[src/rtl/wavegen_pkg.sv]
// Package: shared widths and reset compare points for the framed edge generator.
// Assumes channels without a listed reset value default to rise = fall = 0.
package wavegen_pkg;

    localparam int WG_NCH = 8;
    localparam int WG_CW  = 11;

    localparam logic [WG_CW-1:0] WG_FIRST_RST = 11'd0;
    localparam logic [WG_CW-1:0] WG_LAST_RST  = 11'd1610;

    // Reset rise point for channel c.
    function automatic logic [WG_CW-1:0] rise_rst(input int c);
        case (c)
            0:       return 11'd1;
            1:       return 11'd2;
            5:       return 11'd9;
            6:       return 11'd20;
            default: return 11'd0;
        endcase
    endfunction

    // Reset fall point for channel c.
    function automatic logic [WG_CW-1:0] fall_rst(input int c);
        case (c)
            0:       return 11'd50;
            1:       return 11'd1600;
            5:       return 11'd100;
            6:       return 11'd100;
            7:       return 11'd1;
            default: return 11'd0;
        endcase
    endfunction

endpackage

[src/rtl/wg_regs.sv]
// Register file: byte-wide holding copies plus the active copies used by
// the datapath. Active copies are refreshed only on the load strobe (frame
// reload edge). Assumes CW is between 9 and 16 bits.
module wg_regs
    import wavegen_pkg::*;
#(
    parameter int          NCH       = WG_NCH,
    parameter int          CW        = WG_CW,
    parameter logic [7:0]  EDGE_BASE = 8'h20,
    parameter logic [7:0]  CTRL_BASE = 8'hF0
) (
    input  logic                    clk,
    input  logic                    rst_n,
    input  logic [7:0]              addr,
    input  logic [7:0]              wdata,
    input  logic                    we,
    input  logic                    load,
    output logic [CW-1:0]           first_hold,
    output logic [CW-1:0]           last_act,
    output logic [NCH-1:0][CW-1:0]  rise_act,
    output logic [NCH-1:0][CW-1:0]  fall_act,
    output logic [NCH-1:0]          pol_act
);
    localparam int CHW       = (NCH > 1) ? $clog2(NCH) : 1;
    localparam int HIW       = CW - 8;
    localparam int EDGE_SPAN = 4 * NCH;

    logic [NCH-1:0][CW-1:0] rise_hold, fall_hold;
    logic [CW-1:0]          last_hold;
    logic [NCH-1:0]         pol_hold;
    logic [7:0]             off_e, off_c;
    logic                   hit_edge, hit_ctrl;
    logic [CHW-1:0]         ch_sel;

    // Address decode into the edge bank and the control bank.
    always_comb begin
        off_e    = addr - EDGE_BASE;
        off_c    = addr - CTRL_BASE;
        hit_edge = we && (off_e < 8'(EDGE_SPAN));
        hit_ctrl = we && (off_c < 8'd5);
        ch_sel   = off_e[CHW+1:2];
    end

    // Holding copies: written by the register port at once.
    always_ff @(posedge clk) begin
        if (!rst_n) begin
            for (int c = 0; c < NCH; c++) begin
                rise_hold[c] <= rise_rst(c);
                fall_hold[c] <= fall_rst(c);
            end
            first_hold <= WG_FIRST_RST;
            last_hold  <= WG_LAST_RST;
            pol_hold   <= '0;
        end else if (hit_edge) begin
            case (off_e[1:0])
                2'd0: rise_hold[ch_sel][7:0]    <= wdata;
                2'd1: rise_hold[ch_sel][CW-1:8] <= wdata[HIW-1:0];
                2'd2: fall_hold[ch_sel][7:0]    <= wdata;
                default: fall_hold[ch_sel][CW-1:8] <= wdata[HIW-1:0];
            endcase
        end else if (hit_ctrl) begin
            case (off_c[2:0])
                3'd0: first_hold[7:0]    <= wdata;
                3'd1: first_hold[CW-1:8] <= wdata[HIW-1:0];
                3'd2: last_hold[7:0]     <= wdata;
                3'd3: last_hold[CW-1:8]  <= wdata[HIW-1:0];
                default: pol_hold        <= wdata[NCH-1:0];
            endcase
        end
    end

    // Active copies: refreshed from the holding copies at the frame reload.
    always_ff @(posedge clk) begin
        if (!rst_n) begin
            for (int c = 0; c < NCH; c++) begin
                rise_act[c] <= rise_rst(c);
                fall_act[c] <= fall_rst(c);
            end
            last_act <= WG_LAST_RST;
            pol_act  <= '0;
        end else if (load) begin
            rise_act <= rise_hold;
            fall_act <= fall_hold;
            last_act <= last_hold;
            pol_act  <= pol_hold;
        end
    end


    active_hold_chk: assert property (@(posedge clk) disable iff (!rst_n)
        (rst_n && !load) |=> ($stable(rise_act) && $stable(fall_act)
                              && $stable(last_act) && $stable(pol_act)));

endmodule

[src/rtl/wg_counter.sv]
// Frame counter: counts up from the first value and reloads the first value
// (taken from the holding copy) after showing the last value. Emits a
// registered frame-start pulse aligned with the reloaded count.
module wg_counter
    import wavegen_pkg::*;
#(
    parameter int CW = WG_CW
) (
    input  logic          clk,
    input  logic          rst_n,
    input  logic [CW-1:0] first_next,
    input  logic [CW-1:0] last_act,
    output logic [CW-1:0] cnt,
    output logic          at_last,
    output logic          frame_start
);
    // Reload condition for this cycle.
    always_comb at_last = (cnt == last_act);

    // Count or reload, and register the frame-start pulse.
    always_ff @(posedge clk) begin
        if (!rst_n) begin
            cnt         <= WG_FIRST_RST[CW-1:0];
            frame_start <= 1'b0;
        end else if (at_last) begin
            cnt         <= first_next;
            frame_start <= 1'b1;
        end else begin
            cnt         <= cnt + 1'b1;
            frame_start <= 1'b0;
        end
    end


    step_chk: assert property (@(posedge clk) disable iff (!rst_n)
        (rst_n && !at_last) |=> (cnt == $past(cnt) + 1'b1));


    pulse_at_first_chk: assert property (@(posedge clk) disable iff (!rst_n)
        (rst_n && at_last) |=> (frame_start && cnt == $past(first_next)));

endmodule

[src/rtl/wg_channel.sv]
// One waveform channel: set when the count matches its rise point, cleared
// when it matches its fall point; the fall match wins when both hit.
module wg_channel
    import wavegen_pkg::*;
#(
    parameter int CW = WG_CW
) (
    input  logic          clk,
    input  logic          rst_n,
    input  logic [CW-1:0] cnt,
    input  logic [CW-1:0] rise,
    input  logic [CW-1:0] fall,
    output logic          act
);
    // Edge compare with fall priority.
    always_ff @(posedge clk) begin
        if (!rst_n)            act <= 1'b0;
        else if (cnt == fall)  act <= 1'b0;
        else if (cnt == rise)  act <= 1'b1;
    end


    fall_wins_chk: assert property (@(posedge clk) disable iff (!rst_n)
        (rst_n && cnt == fall) |=> !act);


    rise_sets_chk: assert property (@(posedge clk) disable iff (!rst_n)
        (rst_n && cnt == rise && cnt != fall) |=> act);

endmodule

[src/rtl/frame_wave_gen.sv]
// Top: multi-channel framed edge generator. Ties the register file, frame
// counter and one compare channel per output together, applies the
// polarity mask and exports channel EN_CH as a clock enable.
module frame_wave_gen
    import wavegen_pkg::*;
#(
    parameter int NCH   = WG_NCH,
    parameter int CW    = WG_CW,
    parameter int EN_CH = 1
) (
    input  logic           clk,
    input  logic           rst_n,
    input  logic [7:0]     reg_addr,
    input  logic [7:0]     reg_wdata,
    input  logic           reg_we,
    output logic [NCH-1:0] wave_out,
    output logic           frame_start,
    output logic           clk_en
);
    logic [CW-1:0]          first_hold, last_act, cnt;
    logic [NCH-1:0][CW-1:0] rise_act, fall_act;
    logic [NCH-1:0]         pol_act, ch_act;
    logic                   at_last;

    wg_regs #(.NCH(NCH), .CW(CW)) u_regs (
        .clk(clk), .rst_n(rst_n), .addr(reg_addr), .wdata(reg_wdata),
        .we(reg_we), .load(at_last), .first_hold(first_hold),
        .last_act(last_act), .rise_act(rise_act), .fall_act(fall_act),
        .pol_act(pol_act)
    );

    wg_counter #(.CW(CW)) u_cnt (
        .clk(clk), .rst_n(rst_n), .first_next(first_hold),
        .last_act(last_act), .cnt(cnt), .at_last(at_last),
        .frame_start(frame_start)
    );

    for (genvar c = 0; c < NCH; c++) begin : g_ch
        wg_channel #(.CW(CW)) u_ch (
            .clk(clk), .rst_n(rst_n), .cnt(cnt),
            .rise(rise_act[c]), .fall(fall_act[c]), .act(ch_act[c])
        );
    end

    // Output stage: polarity on the waveforms, raw state on the enable.
    always_comb begin
        wave_out = ch_act ^ pol_act;
        clk_en   = ch_act[EN_CH];
    end


    clk_en_rise_chk: assert property (@(posedge clk) disable iff (!rst_n)
        (rst_n && cnt == rise_act[EN_CH] && cnt != fall_act[EN_CH]) |=> clk_en);


    pol_frozen_chk: assert property (@(posedge clk) disable iff (!rst_n)
        (rst_n && !at_last) |=> $stable(pol_act));

endmodule

[config.mk]
export PLATFORM = sky130hd
export DESIGN_NAME = frame_wave_gen
export DESIGN_NICKNAME = d
export VERILOG_FILES = /design/src/rtl/wavegen_pkg.sv /design/src/rtl/wg_regs.sv /design/src/rtl/wg_counter.sv /design/src/rtl/wg_channel.sv /design/src/rtl/frame_wave_gen.sv
export SDC_FILE = /design/constraint.sdc
export NUM_CORES = 1
export LEC_CHECK = 0
export ABC_AREA = 1
export BUFFER_PORTS_ARGS = -buffer_cell sky130_fd_sc_hd__buf_2
export CAP_MARGIN = 20
export CORE_MARGIN = 4
export CORE_UTILIZATION = 55
export CTS_CLUSTER_SIZE = 30
export DETAILED_ROUTE_END_ITERATION = 12
export GPL_TIMING_DRIVEN = 0
export PLACE_DENSITY_LB_ADDON = 0.15
export RECOVER_POWER = 25
export REMOVE_ABC_BUFFERS = 1
export SLEW_MARGIN = 40
export SYNTH_ARGS = -nofsm -noshare
export SYNTH_HDL_FRONTEND = slang
export SYNTH_HIERARCHICAL = 1
export SYNTH_SLANG_ARGS = --single-unit
[constraint.sdc]
create_clock -name clk -period 2.7 [get_ports clk]
set_clock_uncertainty 0.15 [all_clocks]
set_input_delay 0.135 -clock clk [delete_from_list [all_inputs] [get_ports clk]]
set_output_delay 0.135 -clock clk [all_outputs]
set_load 0.01 [all_outputs]
==> metrics.sh, run 1 <==
RUN_STATUS='finished, violations left'
VIOLATIONS_IN_THE_FINAL_REPORTS='capacitance limit'
SYN_AREA_PER_CELL_UM2=6.87
FIRST_GLOBAL_VIAS=15400
FINALHOLDVIOLCOUNT=0
POWER.SHARE.CLOCK=0.472
R2R_CELLS=14
CLOCK_SINK_COUNT=421
R2R_END='u_regs/fall_act[9]'
FIRST_PASS_GRT_WIRE_LENGTH_MM=83.1
SW_FRAC_OF_TOTAL=0.226
POWER.DENSITY_CELL_AREA_mW_PER_MM2=617
NETLIST-CELL-TYPE-COUNT=28
YOSYS.AREA_SHARE.XOR_XNOR=0.0664
CORE_REGION_AREA_MM2=0.0334
LAYOUT_WORST_PATH_CYCLE_SHARE=0.958
CP_DATA_ARRIVAL_TIME_NS=2.87
CP_SLOWEST_STAGE_DELAY_NS=0.37
R2R_SLACK_NS=0.11
FLOORPLAN.DIE_AREA_MM2=0.0368
SYN-CELL-AREA_MM2=0.0186
MIN_DELAY_PATH_DEPTH=5
FP.DIEW_UM=192
CRITICAL-PATH-SLOWEST-CELL='sky130_fd_sc_hd__dfxtp_4'
YS_SEQ_AREA_FRAC=0.453
MIN-DELAY-START='reg_addr[4]'
SYNTH_FA_HA_AREA_FRAC=0.00202
GRT_START_MAX_NET_PINS=117
POWER.STATIC_LEAKAGE_nW=9.56
CLOCKROOTBUFFER='sky130_fd_sc_hd__clkbuf_16'
FMAX_MHz=387
CRITPATHLAUNCHTYPE='flip-flop'
ROWS=67
INITIAL_ANTENNA_VIOLATION_COUNT=0
INITIAL_UTILIZATION=0.556
COMBINATIONAL_FAMILY_WITH_THE_MOST_AREA_AFTER_SYNTHESIS='simple AND/OR/NAND/NOR gates'
GRTUSAGETOTAL=0.286
POST_SYNTH_MUX_AREA_SHARE=0
DRT-TOTAL-WL_MM=54.9
PATH_CELLS='buf_16 > inv_1 > nand2_1 > nand2_1 > nor2_1 > nand2_1 > nor2_4 > nand2_4 > inv_16 > buf_16 > inv_8 > clkbuf_16 > nor2_1 > nor2_1'
RSZ_0062_RAISED_AFTER_GLOBAL_ROUTING='false'
TRITONCTS_CLOCK_TREE='built'
PLACE_INST=3074
STDCELL_COUNT=3191
CLOCK_INSERTION_DELAY_WORST_SKEW_NS=0.54
NNETSFINAL=2732
CTS.PATH.MAX_BUFFERS=3
SETUP.WORST_PATH.CLASS='flip-flop to flip-flop'
N_FILL_CELL=2946
FLOORPLAN.IO_PINS=29
GPL.FINAL_WEIGHTED_CONGESTION=0.796
FRACTION_OF_FINAL_LAYOUT_CELLS_SIZED_BEYOND_DRIVE_STRENGTH_1=0.0722
SETUP-VIOLATIONS-FINAL=0
SYNTH-COMPOUND-AREA-SHARE=0.0830
MULTI_INPUT_GATE_AREA_MM2=0.00882
DETAIL_ROUTE.ITER0.VIOLATIONS=1800
FIN_SETUP_TNS_NS=0
SYNTHESIS.INSTANCES=2710
DIE_H_UM=192
YOSYSWARNINGCOUNT=6
SLEW_VIOL_FINAL=0
VIA_PER_INST=5.32
WORST-PATH-MAX-FANOUT=47
YS_SEQ_ELEMENTS=421
GRT_OVERFLOW_TOTAL=0
MIN_DELAY_ENDPOINT='u_regs/rise_hold[87]'
LAYOUT-AREA-OVERHEAD-VS-SYNTH_PCT=14.0
WL_PER_CELL_UM=17.2
CELLINTERNALPOWER_W=0.0101
ANTENNA_LEFT=0
TRITONCTS.NUM_BUFFERS=44
LAYOUT_MIN_CYCLE_TIME_NS=2.59
POWER.SEQUENTIAL.FRACTION=0.478
CRITPATHREQUIREDTIME_NS=2.98
SLEW_HEADROOM=0.0105
CTS.CLK_SLEW.WORST_PATHS_NS=0.06
FIN_WS_NS=0.113
MAX-CAP-VIOLATIONS=1
FINALPOWER_W=0.0131
FIRST_PASS_ITERS=7
POST_SYNTH_AND_OR_NAND_NOR_AREA_FRACTION=0.322
CTSHTREEMAXLEVEL=2
FF_LATCH_AREA_MM2=0.00847
ROUTE.DETAILED.DRC=0
SWITCHING_POWER_W=0.00296
END_KIND='flip-flop'
WORSTMARGINPINSLEW_NS=1.48
CRIT-REG2REG-LAUNCH='u_cnt/cnt[9]'
DETAILROUTE.VIA_COUNT=17000
HPWLAFTERDP_MM=28.8
PORT_BUFFERS=28
WORST_HOLD_SLACK_NS=0.0181
POWER.COMBINATIONAL.FRACTION=0.049
IR_WORST_VDD_mV=0.444
WORST_MIN_DELAY_PATH_CLASS='input pin to flip-flop'
PLACE_WORST_SETUP_SLACK_NS=-0.874
## logic make-up (layout without fill, tap and decap cells)
logic type / count (synthesis) / count (layout)
AND/OR/NAND/NOR: 1494 / 1496
buffers and inverters: 350 / 379
adder cells (fa/ha/maj): 3 / 3
other: 0 / 2
XOR/XNOR: 139 / 139
flip-flops: 421 / 421
AO/OA/AOI/OAI: 303 / 303
## cells in the mapped netlist
master                     number  share of area
sky130_fd_sc_hd__a21oi_1       44          0.012
sky130_fd_sc_hd__buf_1         16         0.0032
sky130_fd_sc_hd__buf_2         14         0.0038
sky130_fd_sc_hd__buf_4          4         0.0016
sky130_fd_sc_hd__buf_6          3         0.0018
sky130_fd_sc_hd__clkbuf_1      88          0.018
sky130_fd_sc_hd__clkinv_1       2        0.00040
sky130_fd_sc_hd__dfxtp_1      421           0.45
sky130_fd_sc_hd__ha_1           3         0.0020
sky130_fd_sc_hd__inv_1        210          0.042
sky130_fd_sc_hd__inv_2         13         0.0026
sky130_fd_sc_hd__nand2_1      579           0.12
sky130_fd_sc_hd__nand2_2        8         0.0027
sky130_fd_sc_hd__nand2_4        1        0.00061
sky130_fd_sc_hd__nand3_1       82          0.022
sky130_fd_sc_hd__nand3_2       11         0.0059
sky130_fd_sc_hd__nand3b_1       1        0.00040
sky130_fd_sc_hd__nand4_1       38          0.013
sky130_fd_sc_hd__nor2_1       744           0.15
sky130_fd_sc_hd__nor2_2        23         0.0077
sky130_fd_sc_hd__nor2_4         3         0.0018
sky130_fd_sc_hd__nor3_1         4         0.0011
sky130_fd_sc_hd__o211ai_1      11         0.0044
sky130_fd_sc_hd__o21ai_0      232          0.062
sky130_fd_sc_hd__o21ai_1       16         0.0043
sky130_fd_sc_hd__xnor2_1      127          0.060
sky130_fd_sc_hd__xnor2_4        1         0.0015
sky130_fd_sc_hd__xor2_1        11         0.0052
## per-stage QoR
step	util	cell area [um^2]
finish	0.634	21200
detailed placement	0.574	19200
global route	0.634	21200
CTS	0.632	21100
global placement	0.562	18800
floorplan	-	18100
## routing by layer
| metal | wire, um | up-vias | track usage |
|---|---|---|---|
| met5 | 0 | - | 0 |
| met4 | 1580 | 0 | 0.0892 |
| met3 | 4490 | 129 | 0.0482 |
| met2 | 25700 | 636 | 0.488 |
| met1 | 23100 | 7849 | 0.372 |
| li1 | - | 8361 | - |
## worst max-delay path by stage
stage / cells past startpoint / to / startpoint
after floorplan: 8 / u_regs/pol_act[7] / u_cnt/cnt[2]
after global placement: 8 / u_regs/pol_act[3] / u_cnt/cnt[2]
after detailed placement: 14 / u_regs/pol_act[3] / u_cnt/cnt[9]
after CTS: 14 / u_regs/pol_act[3] / u_cnt/cnt[9]
after global routing: 10 / g_ch[4].u_ch/act / u_cnt/cnt[2]
final: 14 / u_regs/fall_act[9] / u_cnt/cnt[9]
## power by group through the flow
stage / sequential (W) / combinational (W) / clock (W)
after global routing: 0.00626 / 0.000702 / 0.00651
after floorplan: 0.00640 / 0.000291 / 0
final: 0.00626 / 0.000647 / 0.00618
after CTS: 0.00626 / 0.000646 / 0.00626
after detailed placement: 0.00642 / 0.000589 / 0
after global placement: 0.00644 / 0.000593 / 0
## cell usage in the layout, fill, tap and decap left out, types with 3 or more instances in the layout
| master | synthesis | layout |
|---|---|---|
| sky130_fd_sc_hd__a21oi_1 | 44 | 44 |
| sky130_fd_sc_hd__nor2_1 | 744 | 745 |
| sky130_fd_sc_hd__o211ai_1 | 11 | 11 |
| sky130_fd_sc_hd__inv_2 | 13 | 12 |
| sky130_fd_sc_hd__nand2_2 | 8 | 7 |
| sky130_fd_sc_hd__nand3_1 | 82 | 83 |
| sky130_fd_sc_hd__clkbuf_2 | 0 | 4 |
| sky130_fd_sc_hd__inv_1 | 210 | 210 |
| sky130_fd_sc_hd__xnor2_1 | 127 | 127 |
| sky130_fd_sc_hd__nand2_1 | 579 | 579 |
| sky130_fd_sc_hd__dlygate4sd3_1 | 0 | 11 |
| sky130_fd_sc_hd__nor3_1 | 4 | 4 |
| sky130_fd_sc_hd__o21ai_1 | 16 | 16 |
| sky130_fd_sc_hd__nor2_4 | 3 | 4 |
| sky130_fd_sc_hd__nand3_2 | 11 | 10 |
| sky130_fd_sc_hd__nor2_2 | 23 | 23 |
| sky130_fd_sc_hd__dfxtp_4 | 0 | 10 |
| sky130_fd_sc_hd__buf_16 | 0 | 16 |
| sky130_fd_sc_hd__clkbuf_8 | 0 | 17 |
| sky130_fd_sc_hd__ha_1 | 3 | 3 |
| sky130_fd_sc_hd__xor2_1 | 11 | 11 |
| sky130_fd_sc_hd__clkbuf_1 | 88 | 17 |
| sky130_fd_sc_hd__buf_2 | 14 | 12 |
| sky130_fd_sc_hd__clkbuf_16 | 0 | 51 |
| sky130_fd_sc_hd__o21ai_0 | 232 | 232 |
| sky130_fd_sc_hd__dfxtp_1 | 421 | 410 |
| sky130_fd_sc_hd__clkinv_2 | 0 | 7 |
| sky130_fd_sc_hd__buf_4 | 4 | 11 |
| sky130_fd_sc_hd__nand4_1 | 38 | 38 |
## state kept, by name, summed over array words and instances (netlist names)
signal / count
g_ch.u_ch/act: 8
u_cnt/cnt: 11
u_cnt/frame_start: 1
u_regs/fall_act: 88
u_regs/fall_hold: 88
u_regs/first_hold: 11
u_regs/last_act: 11
u_regs/last_hold: 11
u_regs/pol_act: 8
u_regs/pol_hold: 8
u_regs/rise_act: 88
u_regs/rise_hold: 88
## area by class of cell
class	instances	share of cell area
multi-input combinational	1941	0.416
clock buffer	68	0.0672
timing repair inverter	1	0.000413
clock inverter	9	0.00342
inverter	225	0.0409
tap	448	0.0264
sequential	421	0.399
timing repair buffer	76	0.0461
antenna	2	0.000236
## critical path, delay by kind of cell (launching register included)
kind | cells | cell delay, ns
buffers and inverters | 6 | 1.03
DFF | 1 | 0.37
and+or+nand+nor | 8 | 0.90
## repair_timing
item,4_1_cts,5_1_grt
endpoints found under the setup margin,195,151
pin swaps,2,0
gates cloned,4,5
resized for setup,5,3
setup buffers,16,2
hold endpoints to repair,106,0
hold buffers,11,0
Note: power is estimated with default switching activity, not from simulation.
==> run 2: changes to the inputs <==
- ABC_AREA: 1 -> unset
- SETUP_SLACK_MARGIN: unset -> 0.02
==> run 2 against run 1 <==
Effect of this change:
- the flow now finishes without violations
- area after synthesis fell by 1.8%
- design area fell by 2.0%
- total power is 1.5% lower
- combinational power is 4.9% lower
- die area shrank 1.7%
- worst hold slack gained 0.015 ns
- maximum frequency down 0.53%
- cell count fell by 30%
- sequential power about the same
- critical endpoint is now u_regs/fall_hold[5]
- largest cell class unchanged
- highest routed layer unchanged
==> metrics.sh, run 2 <==
NETLIST-CELL-TYPE-COUNT=49
PLACE_WORST_SETUP_SLACK_NS=-0.836
SYNTH-COMPOUND-AREA-SHARE=0.0210
SYNTHESIS.INSTANCES=1739
GRT_OVERFLOW_TOTAL=0
SYNTHTOPCELLSBYCOUNT='421 x sky130_fd_sc_hd__dfxtp_1, 378 x sky130_fd_sc_hd__mux2i_1, 199 x sky130_fd_sc_hd__nor2b_1'
SYNTH_LARGEST_AREA_CELL='sky130_fd_sc_hd__dfxtp_1'
R2R_SLACK_NS=0.14
YS_SEQ_ELEMENTS=421
FLOORPLAN.DIE_AREA_MM2=0.0362
RUN_STATUS='finished, final reports clean'
FINALPOWER_W=0.0129
POWER.STATIC_LEAKAGE_nW=7.57
CRIT-REG2REG-LAUNCH='u_cnt/cnt[5]'
POWER.DENSITY_CELL_AREA_mW_PER_MM2=620
END_KIND='flip-flop'
CTS.PATH.MAX_BUFFERS=3
FRACTION_OF_FINAL_LAYOUT_CELLS_SIZED_BEYOND_DRIVE_STRENGTH_1=0.115
SYNTH_TOP_CELL_AREA_SHARE=0.461
CP_DATA_ARRIVAL_TIME_NS=2.84
SYNTH-EDFF-COUNT=0
CRITPATHREQUIREDTIME_NS=2.94
FINAL_CELL_MIX='411 x sky130_fd_sc_hd__dfxtp_1, 378 x sky130_fd_sc_hd__mux2i_1, 199 x sky130_fd_sc_hd__nor2b_1'
POWER.SEQUENTIAL.FRACTION=0.484
SYN-CELL-AREA_MM2=0.0183
INITIAL_ANTENNA_VIOLATION_COUNT=0
FIRST_GLOBAL_VIAS=12300
CTS.CLK_SLEW.WORST_PATHS_NS=0.07
VIA_PER_INST=5.51
YOSYSWARNINGCOUNT=6
WORST_MIN_DELAY_PATH_CLASS='input pin to flip-flop'
UTILIZATION=0.637
POWER.SHARE.CLOCK=0.468
LAYOUT_MIN_CYCLE_TIME_NS=2.60
WL_PER_CELL_UM=21.0
SYN_AREA_PER_CELL_UM2=10.5
CLOCK_SINK_COUNT=421
YS_SEQ_AREA_FRAC=0.461
DRT-TOTAL-WL_MM=46.8
ROUTE.DETAILED.DRC=0
CORE_REGION_AREA_MM2=0.0326
GPL.FINAL_WEIGHTED_CONGESTION=0.739
POWER.COMBINATIONAL.FRACTION=0.048
MIN-DELAY-START='reg_wdata[7]'
WORSTMARGINPINSLEW_NS=1.00
MAX-CAP-VIOLATIONS=0
SETUP.WORST_PATH.CLASS='input pin to flip-flop'
ROWS=66
POST_SYNTH_AND_OR_NAND_NOR_AREA_FRACTION=0.180
DIE_H_UM=190
ANTENNA_LEFT=0
POSTSYNTH.ASYNCRESETSHARE=0
LAYOUT-AREA-OVERHEAD-VS-SYNTH_PCT=13.8
IR_WORST_VDD_mV=0.392
SETUP-VIOLATIONS-FINAL=0
SWITCHING_POWER_W=0.00289
CTSHTREEMAXLEVEL=2
LAYOUT_COMMONEST_CELL='sky130_fd_sc_hd__dfxtp_1'
TOP_CELLS_BY_AREA_SYNTH='sky130_fd_sc_hd__dfxtp_1 46%, sky130_fd_sc_hd__mux2i_1 21%, sky130_fd_sc_hd__nor2b_1 6.8%'
SYNTH-MAIN-FF-CELL='sky130_fd_sc_hd__dfxtp_1'
YOSYS.AREA_SHARE.XOR_XNOR=0.101
DETAIL_ROUTE.ITER0.VIOLATIONS=945
FIRST_PASS_ITERS=5
INITIAL_UTILIZATION=0.560
TRITONCTS.NUM_BUFFERS=45
NNETSFINAL=1777
CELLINTERNALPOWER_W=0.00999
POST_SYNTH_MUX_AREA_SHARE=0.207
COMBINATIONAL_FAMILY_WITH_THE_MOST_AREA_AFTER_SYNTHESIS='multiplexers'
SYNTHMOSTINSTANTIATEDCELL='sky130_fd_sc_hd__dfxtp_1'
TRITONCTS_CLOCK_TREE='built'
FINALHOLDVIOLCOUNT=0
CRITPATHLAUNCHTYPE='input pin'
FIRST_PASS_GRT_WIRE_LENGTH_MM=72.4
SLEW_VIOL_FINAL=0
WORST_HOLD_SLACK_NS=0.0335
FP.DIEW_UM=190
CLOCK_INSERTION_DELAY_WORST_SKEW_NS=0.54
SW_FRAC_OF_TOTAL=0.224
LAYOUT_WORST_PATH_CYCLE_SHARE=0.963
CLOCKROOTBUFFER='sky130_fd_sc_hd__clkbuf_16'
FIN_WS_NS=0.0991
GRT_START_MAX_NET_PINS=114
CRIT_START='reg_addr[0]'
SLEW_HEADROOM=0.330
SYNTH_FA_HA_AREA_FRAC=0.00205
PORT_BUFFERS=28
RSZ_0062_RAISED_AFTER_GLOBAL_ROUTING='false'
FMAX_MHz=384
N_ANTENNA_CELL=0
DETAILROUTE.VIA_COUNT=12300
FLOORPLAN.IO_PINS=29
HPWLAFTERDP_MM=24.6
GRTUSAGETOTAL=0.257
WORST-PATH-MAX-FANOUT=13
run 2: cell types whose count changed in the layout (fill, tap and decap cells not counted), sizes merged, moves of 22 or more:
cell,before,now
xor2,11,99
o21ai,248,25
xnor2,128,106
nor2,772,13
a21oi,44,2
nor2b,0,199
nand3,93,39
nor4,0,32
mux2i,0,378
nand2,588,198
inv,225,6
run 2: stage by stage:
step	setup TNS (ns)	area, um^2	cells
2_1_floorplan	-563.21	17800	1627
3_3_place_gp	-2114.98	18500	2097
3_5_place_dp	-114.34	18900	2110
4_1_cts	0	20900	2225
5_1_grt	0	20800	2230
6_report	0	20800	2230
run 2: area by class of cell:
cell class | instances | area, um^2
Fill cell | 2589 | 11800
Multi-Input combinational cell | 1202 | 9320
Sequential cell | 421 | 8470
Clock buffer | 70 | 1400
Timing Repair Buffer | 80 | 936
Tap cell | 442 | 553
Clock inverter | 10 | 60.1
Inverter | 4 | 41.3
Timing Repair inverter | 1 | 8.76
run 2: timing repair:
action / in CTS / in global routing
endpoints found under the setup margin: 197 / 20
hold endpoints to repair: 93 / 0
gates cloned: 5 / 0
hold buffers: 10 / 0
setup buffers: 20 / 4
pin swaps: 2 / 2
gates resized for setup: 6 / 3
run 2: worst max-delay path: stages:
cell	delay, ns
sky130_fd_sc_hd__dlygate4sd3_1	0.58
sky130_fd_sc_hd__clkbuf_1	0.15
sky130_fd_sc_hd__nand2b_1	0.54
sky130_fd_sc_hd__or4_1	0.98
sky130_fd_sc_hd__mux2i_1	0.33
sky130_fd_sc_hd__nand2_1	0.12
run 2: kinds of logic (layout without fill, tap and decap cells):
family                   count (synthesis)  count (layout)
AND/OR/NAND/NOR                        562             562
flip-flops                             421             421
multiplexers                           378             378
XOR/XNOR                               205             205
buffers and inverters                  116             165
AO/OA/AOI/OAI                           54              54
adder cells (fa/ha/maj)                  3               3
run 2: routing by layer:
| layer | GRT usage | vias up | wire length [um] |
|---|---|---|---|
| met2 | 0.432 | 317 | 22200 |
| met4 | 0.0787 | 0 | 1450 |
| met3 | 0.0366 | 91 | 2460 |
| met5 | 0 | - | 0 |
| met1 | 0.345 | 5958 | 20700 |
| li1 | - | 5927 | - |
run 2: power by group through the flow:
stage	sequential (W)	clock, W	combinational [W]
floorplan	0.00640	0	0.000244
global placement	0.00643	0	0.000506
detailed placement	0.00643	0	0.000519
CTS	0.00624	0.00613	0.000626
global route	0.00624	0.00638	0.000648
finish	0.00624	0.00603	0.000615
run 2: worst paths after layout:
path,end,depth (start not counted)
hold reg to reg,u_cnt/cnt[0],2
setup / recovery,u_regs/fall_hold[5],6
hold / removal,u_regs/fall_hold[7],3
setup reg to reg,u_regs/fall_act[31],9
==> run 3: changes to the inputs <==
- clock period: 2.7 -> 2.2 ns (I/O delays scaled with it)
==> run 3 against run 2 <==
Effect of this change:
- the run now ends with setup timing left
- non-clock buffer count up 23
- cell count is 1.2% higher
- first-iteration DRC count up 8.1%
- combinational power grew 26%
- core utilization is 1.3 points higher
- total power grew 23%
- flip-flop and latch count did not move
- die area did not move
- routed wire length increased by 3.8%
- via count up 1.1%
- critical path type is now flip-flop to flip-flop
- largest cell class unchanged
==> metrics.sh, run 3 (synthesis gave the netlist of run 2 again) <==
PORT_BUFFERS=28
R2R_END='u_regs/rise_act[33]'
ANTENNA_LEFT=0
FIRST_PASS_GRT_WIRE_LENGTH_MM=73.9
CRIT_START='u_cnt/cnt[4]'
POWER.DENSITY_CELL_AREA_mW_PER_MM2=748
R2R_SLACK_NS=-0.03
CTS.PATH.MAX_BUFFERS=3
SETUP.WORST_PATH.CLASS='flip-flop to flip-flop'
FINALHOLDVIOLCOUNT=0
FP.DIEW_UM=190
RUN_STATUS='finished, violations left'
WORSTSETUPPATHDEPTH=8
FLOORPLAN.IO_PINS=29
FLOORPLAN.DIE_AREA_MM2=0.0362
FINAL_CELL_MIX='408 x sky130_fd_sc_hd__dfxtp_1, 372 x sky130_fd_sc_hd__mux2i_1, 199 x sky130_fd_sc_hd__nor2b_1'
SW_FRAC_OF_TOTAL=0.226
POWER.SHARE.CLOCK=0.468
WORSTMARGINPINSLEW_NS=1.01
LAYOUT_MIN_CYCLE_TIME_NS=2.23
POWER.SEQUENTIAL.FRACTION=0.483
WORST-PATH-MAX-FANOUT=8
END_KIND='flip-flop'
LAYOUT-AREA-OVERHEAD-VS-SYNTH_PCT=16.0
CORE_REGION_AREA_MM2=0.0326
INITIAL_UTILIZATION=0.560
IR_WORST_VDD_mV=0.488
RSZ_0062_RAISED_AFTER_GLOBAL_ROUTING='true'
FIN_WS_NS=-0.0298
MAX-CAP-VIOLATIONS=0
CLOCK_INSERTION_DELAY_WORST_SKEW_NS=0.55
GPL.FINAL_WEIGHTED_CONGESTION=0.739
PATH_CELLS='xnor2_2 > nand4_4 > or3_4 > inv_16 > buf_16 > buf_16 > mux2i_1 > nor2b_1'
WL_PER_CELL_UM=21.5
FINALPOWER_W=0.0159
SETUP-VIOLATIONS-FINAL=2
CTSHTREEMAXLEVEL=2
GRTUSAGETOTAL=0.264
VIA_PER_INST=5.51
FRACTION_OF_FINAL_LAYOUT_CELLS_SIZED_BEYOND_DRIVE_STRENGTH_1=0.136
SLEW_VIOL_FINAL=0
FIRST_GLOBAL_VIAS=12500
WORSTPATHBUFFERINVERTERCOUNT=3
LAYOUT_COMMONEST_CELL='sky130_fd_sc_hd__dfxtp_1'
PLACE_INST=2110
WORST_MIN_DELAY_PATH_CLASS='input pin to flip-flop'
STDCELL_COUNT=2257
DRT-TOTAL-WL_MM=48.6
DETAIL_ROUTE.ITER0.VIOLATIONS=1022
WORST_SETUP_PATH_ENDPOINT='u_regs/rise_act[33]'
TRITONCTS.NUM_BUFFERS=45
POWER.STATIC_LEAKAGE_nW=7.71
CRITPATHREQUIREDTIME_NS=2.47
INITIAL_ANTENNA_VIOLATION_COUNT=0
GRT_START_MAX_NET_PINS=114
SWITCHING_POWER_W=0.00358
FIRST_PASS_ITERS=5
CRITPATHLAUNCHTYPE='flip-flop'
FIN_AREA_MM2=0.0212
DETAILROUTE.VIA_COUNT=12400
CLOCKROOTBUFFER='sky130_fd_sc_hd__clkbuf_16'
HPWLAFTERDP_MM=24.6
WORST_HOLD_SLACK_NS=0.0362
TIMING.CRITICAL_PATH.MODE_CELL='sky130_fd_sc_hd__buf_16'
PLACED_AREA_MM2=0.0189
DIE_H_UM=190
FMAX_MHz=448
ROUTE.DETAILED.DRC=0
LAYOUT_WORST_PATH_CYCLE_SHARE=1.01
CRIT-REG2REG-LAUNCH='u_cnt/cnt[4]'
CELLINTERNALPOWER_W=0.0123
GRT_OVERFLOW_TOTAL=0
POWER.COMBINATIONAL.FRACTION=0.049
NNETSFINAL=1803
VIOLATIONS_IN_THE_FINAL_REPORTS='setup timing'
CTS.CLK_SLEW.WORST_PATHS_NS=0.06
CP_SLOWEST_STAGE_DELAY_NS=0.46
PLACE_WORST_SETUP_SLACK_NS=-1.34
CRITICAL-PATH-SLOWEST-CELL='sky130_fd_sc_hd__or3_4'
CP_DATA_ARRIVAL_TIME_NS=2.50
SLEW_HEADROOM=0.324
ROWS=66
R2R_CELLS=8
CRITICAL_PATH.TOP_DELAY_FAMILY='simple AND/OR/NAND/NOR gates'
TRITONCTS_CLOCK_TREE='built'
CLOCK_SINK_COUNT=421
==> run 3: per-stage QoR <==
stage,TNS (ns),util
2_1_floorplan,-711.30,-
3_3_place_gp,-2319.88,0.566
3_5_place_dp,-284.05,0.579
4_1_cts,0,0.651
5_1_grt,-0.254,0.650
6_report,-0.0514,0.650
==> run 3: worst reg2reg max path: stages (launching register included) <==
cell	delay [ns]
sky130_fd_sc_hd__dfxtp_4	0.36
sky130_fd_sc_hd__xnor2_2	0.19
sky130_fd_sc_hd__nand4_4	0.15
sky130_fd_sc_hd__or3_4	0.47
sky130_fd_sc_hd__inv_16	0.12
sky130_fd_sc_hd__buf_16	0.18
sky130_fd_sc_hd__buf_16	0.19
sky130_fd_sc_hd__mux2i_1	0.23
sky130_fd_sc_hd__nor2b_1	0.08
==> run 3: per-layer routing <==
| layer | track usage | up-vias | wire length, um |
|---|---|---|---|
| met5 | 0 | - | 0 |
| met1 | 0.348 | 5993 | 21400 |
| met4 | 0.104 | 0 | 2090 |
| met2 | 0.433 | 332 | 22300 |
| met3 | 0.0483 | 122 | 2770 |
| li1 | - | 5986 | - |
==> run 3: repair_timing <==
action	in CTS	in global routing
setup buffers	33	8
endpoints found under the hold margin	101	0
gates resized for setup	28	14
endpoints found under the setup margin	315	162
pin swaps	6	0
hold buffers	14	0
gates cloned	12	3
==> run 3: worst min-delay path by stage <==
stage,from,endpoint,slack [ns],cells past startpoint
detailed placement,reg_wdata[4],u_regs/fall_hold[4],0.29,3
global placement,reg_wdata[3],u_regs/rise_hold[58],0.26,3
finish,reg_we,u_regs/first_hold[8],0.04,5
CTS,reg_we,u_regs/first_hold[8],0.07,5
global route,reg_addr[6],u_regs/first_hold[9],0.08,5
floorplan,rst_n,u_regs/fall_act[17],0.02,1
==> run 3: layout make-up <==
class,count,area (um^2)
fill,2538,11400
multi-input combinational,1202,9410
sequential,421,8470
clock buffer,70,1400
timing repair buffer,103,1230
tap,442,553
clock inverter,10,60.1
timing repair inverter,4,45.0
inverter,4,31.3
antenna,1,2.50
==> run 3: power by group through the flow <==
stage,sequential [W],clock [W],combinational (W)
2_1_floorplan,0.00786,0,0.000300
3_3_place_gp,0.00790,0,0.000621
5_1_grt,0.00765,0.00784,0.000812
4_1_cts,0.00766,0.00752,0.000781
6_report,0.00766,0.00742,0.000773
3_5_place_dp,0.00789,0,0.000637
